$ cat src/rtl/ictr_pkg.sv
package ictr_pkg;
    localparam int CNT_W  = 16;
    localparam int TERM_W = CNT_W + 1;

    typedef enum logic [2:0] {
        M_ONESHOT  = 3'd0,
        M_RETRIG   = 3'd1,
        M_RATE     = 3'd2,
        M_SQUARE   = 3'd3,
        M_SWSTROBE = 3'd4,
        M_HWSTROBE = 3'd5
    } op_mode_e;

    typedef struct packed {
        op_mode_e            mode;
        logic [TERM_W-1:0]   term;
    } chan_cfg_t;

    // zero reload stands for the full 2**CNT_W period
    function automatic logic [TERM_W-1:0] expand_reload(input logic [CNT_W-1:0] v);
        if (v == '0)
            return TERM_W'(1) << CNT_W;
        return {1'b0, v};
    endfunction

    function automatic op_mode_e fold_mode(input logic [2:0] m);
        case (m)
            3'd0:    return M_ONESHOT;
            3'd1:    return M_RETRIG;
            3'd2:    return M_RATE;
            3'd4:    return M_SWSTROBE;
            3'd5:    return M_HWSTROBE;
            3'd6:    return M_RATE;
            default: return M_SQUARE;
        endcase
    endfunction

    function automatic logic is_gated(input op_mode_e m);
        return (m == M_ONESHOT) || (m == M_SWSTROBE);
    endfunction

    function automatic logic is_retrig(input op_mode_e m);
        return (m == M_RETRIG) || (m == M_RATE) || (m == M_SQUARE) || (m == M_HWSTROBE);
    endfunction
endpackage

$ cat src/rtl/ictr_ctrl.sv
module ictr_ctrl
    import ictr_pkg::*;
(
    input  logic              clk,
    input  logic              rst,
    input  logic              tick,
    input  logic              gate,
    input  logic              load,
    input  logic [CNT_W-1:0]  reload_val,
    input  logic [2:0]        mode_sel,
    output chan_cfg_t         cfg,
    output logic              restart,
    output logic              advance,
    output logic [TERM_W-1:0] start_term
);
    logic gate_q;
    logic gate_rise;

    always_comb begin
        gate_rise  = gate & ~gate_q;
        restart    = load | (gate_rise & is_retrig(cfg.mode));
        start_term = load ? expand_reload(reload_val) : cfg.term;
        advance    = tick & ~restart & (gate | ~is_gated(cfg.mode));
    end

    always_ff @(posedge clk) begin
        if (rst) begin
            gate_q   <= 1'b1;
            cfg.mode <= M_SQUARE;
            cfg.term <= TERM_W'(1) << CNT_W;
        end else begin
            gate_q <= gate;
            if (load) begin
                cfg.mode <= fold_mode(mode_sel);
                cfg.term <= expand_reload(reload_val);
            end
        end
    end
endmodule

$ cat src/rtl/ictr_oneshot.sv
module ictr_oneshot
    import ictr_pkg::*;
(
    input  logic              clk,
    input  logic              rst,
    input  logic              restart,
    input  logic              advance,
    input  logic [TERM_W-1:0] start_term,
    output logic [CNT_W-1:0]  cnt,
    output logic              reached,
    output logic              hit
);
    logic [TERM_W-1:0] rem;
    logic              past;

    always_ff @(posedge clk) begin
        if (rst) begin
            rem  <= TERM_W'(1) << CNT_W;
            cnt  <= '0;
            past <= 1'b0;
        end else if (restart) begin
            rem  <= start_term;
            cnt  <= CNT_W'(start_term);
            past <= 1'b0;
        end else if (advance) begin
            cnt <= cnt - CNT_W'(1);
            if (rem != '0)
                rem <= rem - TERM_W'(1);
            else
                past <= 1'b1;
        end
    end

    always_comb begin
        reached = (rem == '0);
        hit     = reached & ~past;
    end
endmodule

$ cat src/rtl/ictr_periodic.sv
module ictr_periodic
    import ictr_pkg::*;
(
    input  logic              clk,
    input  logic              rst,
    input  logic              restart,
    input  logic              advance,
    input  logic [TERM_W-1:0] term,
    output logic [TERM_W-1:0] phase,
    output logic              started
);
    always_ff @(posedge clk) begin
        if (rst) begin
            phase   <= '0;
            started <= 1'b0;
        end else if (restart) begin
            phase   <= '0;
            started <= 1'b0;
        end else if (advance) begin
            started <= 1'b1;
            if (phase == term - TERM_W'(1))
                phase <= '0;
            else
                phase <= phase + TERM_W'(1);
        end
    end
endmodule

$ cat src/rtl/interval_counter.sv
module interval_counter
    import ictr_pkg::*;
(
    input  logic             clk,
    input  logic             rst,
    input  logic             tick,
    input  logic             gate,
    input  logic             load,
    input  logic [15:0]      reload_val,
    input  logic [2:0]       mode_sel,
    output logic             out_line,
    output logic [15:0]      count_val
);
    chan_cfg_t         cfg;
    logic              restart;
    logic              advance;
    logic [TERM_W-1:0] start_term;
    logic [CNT_W-1:0]  os_cnt;
    logic              os_reached;
    logic              os_hit;
    logic [TERM_W-1:0] phase;
    logic              started;
    logic [2:0]        cfg_mode;

    logic [TERM_W-1:0] half;
    logic [TERM_W:0]   dbl;
    logic [TERM_W-1:0] dmod;

    ictr_ctrl u_ctrl (
        .clk        (clk),
        .rst        (rst),
        .tick       (tick),
        .gate       (gate),
        .load       (load),
        .reload_val (reload_val),
        .mode_sel   (mode_sel),
        .cfg        (cfg),
        .restart    (restart),
        .advance    (advance),
        .start_term (start_term)
    );

    ictr_oneshot u_oneshot (
        .clk        (clk),
        .rst        (rst),
        .restart    (restart),
        .advance    (advance),
        .start_term (start_term),
        .cnt        (os_cnt),
        .reached    (os_reached),
        .hit        (os_hit)
    );

    ictr_periodic u_periodic (
        .clk     (clk),
        .rst     (rst),
        .restart (restart),
        .advance (advance),
        .term    (cfg.term),
        .phase   (phase),
        .started (started)
    );

    assign cfg_mode = cfg.mode;

    always_comb begin
        // square wave: high half is the larger one for odd terms
        half = (cfg.term + TERM_W'(1)) >> 1;
        dbl  = {phase, 1'b0};
        if (dbl >= {1'b0, cfg.term})
            dmod = TERM_W'(dbl - {1'b0, cfg.term});
        else
            dmod = TERM_W'(dbl);

        case (cfg.mode)
            M_ONESHOT, M_RETRIG: begin
                out_line  = os_reached;
                count_val = os_cnt;
            end
            M_SWSTROBE, M_HWSTROBE: begin
                out_line  = os_hit;
                count_val = os_cnt;
            end
            M_RATE: begin
                out_line  = started && (phase == '0);
                count_val = CNT_W'(cfg.term - phase);
            end
            default: begin
                out_line  = (phase < half);
                count_val = CNT_W'(cfg.term - dmod);
            end
        endcase
    end
endmodule

$ cat config.mk
export PLATFORM = sky130hd
export DESIGN_NAME = interval_counter
export DESIGN_NICKNAME = d
export VERILOG_FILES = /design/src/rtl/ictr_pkg.sv /design/src/rtl/ictr_ctrl.sv /design/src/rtl/ictr_oneshot.sv /design/src/rtl/ictr_periodic.sv /design/src/rtl/interval_counter.sv
export SDC_FILE = /design/constraint.sdc
export NUM_CORES = 1
export LEC_CHECK = 0
export BUFFER_PORTS_ARGS = -buffer_cell sky130_fd_sc_hd__buf_2
export CAP_MARGIN = 5
export CORE_MARGIN = 2
export CORE_UTILIZATION = 26
export DETAILED_ROUTE_END_ITERATION = 8
export SLEW_MARGIN = 25
export SYNTH_ARGS = -nofsm -noshare
export SYNTH_HDL_FRONTEND = slang
export SYNTH_SLANG_ARGS = --single-unit
$ cat constraint.sdc
create_clock -name clk -period 6.53 [get_ports clk]
set_input_delay 1.306 -clock clk [delete_from_list [all_inputs] [get_ports clk]]
set_output_delay 1.306 -clock clk [all_outputs]
set_load 0.1 [all_outputs]
==> results.tsv <==
stage	metric	value	unit
status	outcome	complete, no violations	
global_routing	grt_max_degree	53	
routing	finalWirelength	20.41	mm
routing	drc_errors	0	
die	die_h	162.0	um
global_routing	first_global_vias	6008	
cells_and_area	area_growth	22.02	%
routing	vias	6398	
cells_and_area	fill_cells	2576	
timing	setup_tns	0	ns
power	p_leak	3.102	nW
worst_setup_path	path_cells	inv_1, ha_1, a21oi_1, o21ai_0, a211oi_1, o21ai_2, nor2_2, buf_4, buf_4, o211ai_1, o21ai_2, ha_4, buf_4, o211ai_1, nand2_1, and3_1, a221o_1, nand4_1, a31o_2, a211oi_2, xor2_1, mux2_2, buf_12	
synthesis	syn_area_per_cell	7.726	um^2
die	rows	57	
cells_and_area	fin_nets	975	
worst_setup_path	path_delay_family	compound AO/OA/AOI/OAI gates	
clock_tree	h-tree-depth	3	
place	portBuffers	40	
timing	finClkSkew	0.009583	ns
cells_and_area	multi_input_area	0.004841	mm^2
min_path	hold_path.class	reg2reg	
synthesis	synth-seq-cells	73	
die	io_pins	41	
worst_setup_path	crit_required	5.22	ns
synthesis	syn-cell-area	0.006490	mm^2
global_routing	grt_overflow_total	0	
synthesis	synth_area_leader_cell	dfxtp_1	
worst_setup_path	arrival	5.03	ns
die	die_w	162.0	um
flow_run	max_cap_viol_count	0	
place	place.gp.congestion	0.9007	
routing	routedWlPerCell	16.66	um
clock_tree	cts_root_buf	clkbuf_16	
worst_setup_path	endpoint_kind	output pin	
clock_tree	tritoncts	built	
timing	min_period	6.334	ns
cells_and_area	ff_latch_area	0.001470	mm^2
clock_tree	clk-insertion-delay-late	0.36	ns
die	die_area	0.02624	mm^2
clock_tree	cts_buffers	9	
cells_and_area	layout-drive-gt1-share	0.1909	
synthesis	syn-instance-count	840	
synthesis	synth.most_common_cell	nor2_1	
timing	holdWs	0.4982	ns
timing	hold_violations	0	
place	dp_hpwl	15.48	mm
clock_tree	clkSlewWorstSetupHoldPaths	0.07	ns
worst_setup_path	path_max_fanout	17	
synthesis	synth_top_area_frac	0.2252	
cells_and_area	design_area	0.007919	mm^2
timing	max_freq	157.9	MHz
global_routing	grt_antenna_before_repair	0	
timing	worstMarginPinSlew	1.078	ns
timing	min_period_over_period	0.9700	
cells_and_area	diodes	0	
routing	first_pass_iters	8	
routing	viasPerCell	5.223	
synthesis	ys_seq_area_frac	0.2252	
timing	setup-violations-final	0	
worst_setup_path	startpoint_type	flip-flop	
routing	drtAntennaViolNets	0	
timing	rsz0062_at_grt	yes	
die	coreArea	0.02439	mm^2
synthesis	synth_edf_count	0	
global_routing	grt_pass1_wl	32.41	mm
power	power_density	249.5	mW/mm^2
synthesis	synth_common_cells	83 x nor2_1, 73 x dfxtp_1, 67 x nand2_1, 63 x a21oi_1, 59 x xnor2_1	
clock_tree	clk_path_buf_depth	2	
synthesis	syn_nets	919	
place	place_area	0.007333	mm^2
routing	drtIter0Drc	594	
worst_setup_path	path_common_cell	buf_4	
global_routing	grt_usage	0.1562	
worst_setup_path	crit_slowest_cell	ha_1	
synthesis	yosysWarnings	0	
timing	slew_headroom	0.2717	
clock_tree	numClockSinks	73	
synthesis	postSynth.asyncResetShare	0	
timing	drv_slew	0	
worst_setup_path	critPathKind	reg2out	
power	irDropWorstVdd	0.2574	mV
worst_setup_path	path_buf_inv	5	
synthesis	ys.flop_type	dfxtp_1	
synthesis	yosysUniqueCellTypes	76	
synthesis	yosys-top-cells-area	dfxtp_1 23%, ha_1 10%, xnor2_1 8.0%	
die	start_util	0.2661	
worst_setup_path	slowest_delay	0.39	ns
-- flip-flops by register name (all words and copies together) (netlist names) --
name and count:
u_periodic.started 1, u_oneshot.rem 17, u_oneshot.past 1, u_ctrl.gate_q 1, u_periodic.phase 17, u_ctrl.cfg 20, u_oneshot.cnt 16
-- final cells by class --
cell class,instances,share of cell area
inverters,33,0.01564
multi-input cells,691,0.6113
well taps,324,0.05119
clock inverters,7,0.01580
repair buffers,88,0.09196
clock buffers,9,0.02844
flip-flops and latches,73,0.1857
-- report_power, final --
group | switching (W) | total (W) | internal [W]
logic | 0.000555 | 0.000875 | 0.000320
registers | 0.0000261 | 0.000497 | 0.000471
clock network | 0.000226 | 0.000604 | 0.000378
total | 0.000807 | 0.00198 | 0.00117
-- path summary, 6_finish.rpt --
check / start / endpoint / slack, ns / depth (start not counted)
max reg2reg: u_ctrl.cfg[18] / u_periodic.phase[1] / 3.25 / 9
min: u_periodic.started / u_periodic.started / 0.50 / 1
max: u_ctrl.cfg[13] / count_val[15] / 0.20 / 23
min reg2reg: u_periodic.started / u_periodic.started / 0.50 / 1
-- layout by cell type (no fill, tap or decap), types with 6 or more instances in the layout --
cell type / Yosys / layout
nor2_1: 83 / 83
a211oi_1: 10 / 8
xnor2_1: 59 / 59
or3_1: 10 / 10
buf_4: 2 / 48
clkbuf_16: 0 / 9
nand3_1: 25 / 25
mux2_2: 11 / 11
nor4_1: 17 / 17
a22oi_1: 8 / 8
inv_1: 31 / 29
o21ai_0: 46 / 42
ha_1: 53 / 45
ha_4: 0 / 6
nor2b_1: 11 / 11
o21bai_1: 7 / 7
buf_12: 0 / 11
and3_1: 14 / 14
mux2i_1: 6 / 6
xor2_1: 33 / 33
a21o_1: 20 / 20
a21oi_1: 63 / 61
nor3_1: 28 / 28
buf_2: 6 / 28
o211ai_1: 15 / 15
nand2_1: 67 / 67
dfxtp_1: 73 / 68
nand4_1: 10 / 10
nand2b_1: 10 / 10
-- routing by layer --
metal,up-vias,GRT usage,share of wire
li1,3135,-,-
met1,3034,0.2093,0.45
met2,193,0.2631,0.48
met3,36,0.01992,0.051
met4,0,0.04505,0.022
met5,-,0,0
-- repair_timing --
action,CTS,global route
cloned,0,0
gates resized for setup,9,26
endpoints found under the setup margin,4,7
pin swaps,2,10
buffers inserted,1,9
hold buffers,0,0
-- stage by stage --
step	setup WS [ns]	total power, W	std cells	util
floorplan	0.1597	0.001100	840	-
global placement	0.2683	0.001340	1199	0.3007
detailed placement	0.1336	0.001343	1199	0.3007
CTS	0.009118	0.001957	1216	0.3170
global route	-0.02948	0.002058	1225	0.3247
finish	0.1961	0.001976	1225	0.3247
-- cells by family (layout without fill, tap and decap cells) --
kind of cell | after synthesis | count (layout) | share of synthesized area
adder cells (fa/ha/maj) | 55 | 55 | 0.1083
XOR/XNOR | 92 | 92 | 0.1242
multiplexers | 17 | 17 | 0.02834
buffers and inverters | 76 | 137 | 0.05186
AND/OR/NAND/NOR | 305 | 305 | 0.2393
flip-flops | 73 | 73 | 0.2252
AO/OA/AOI/OAI | 222 | 222 | 0.2229
Power figures use the tool's default switching activity.
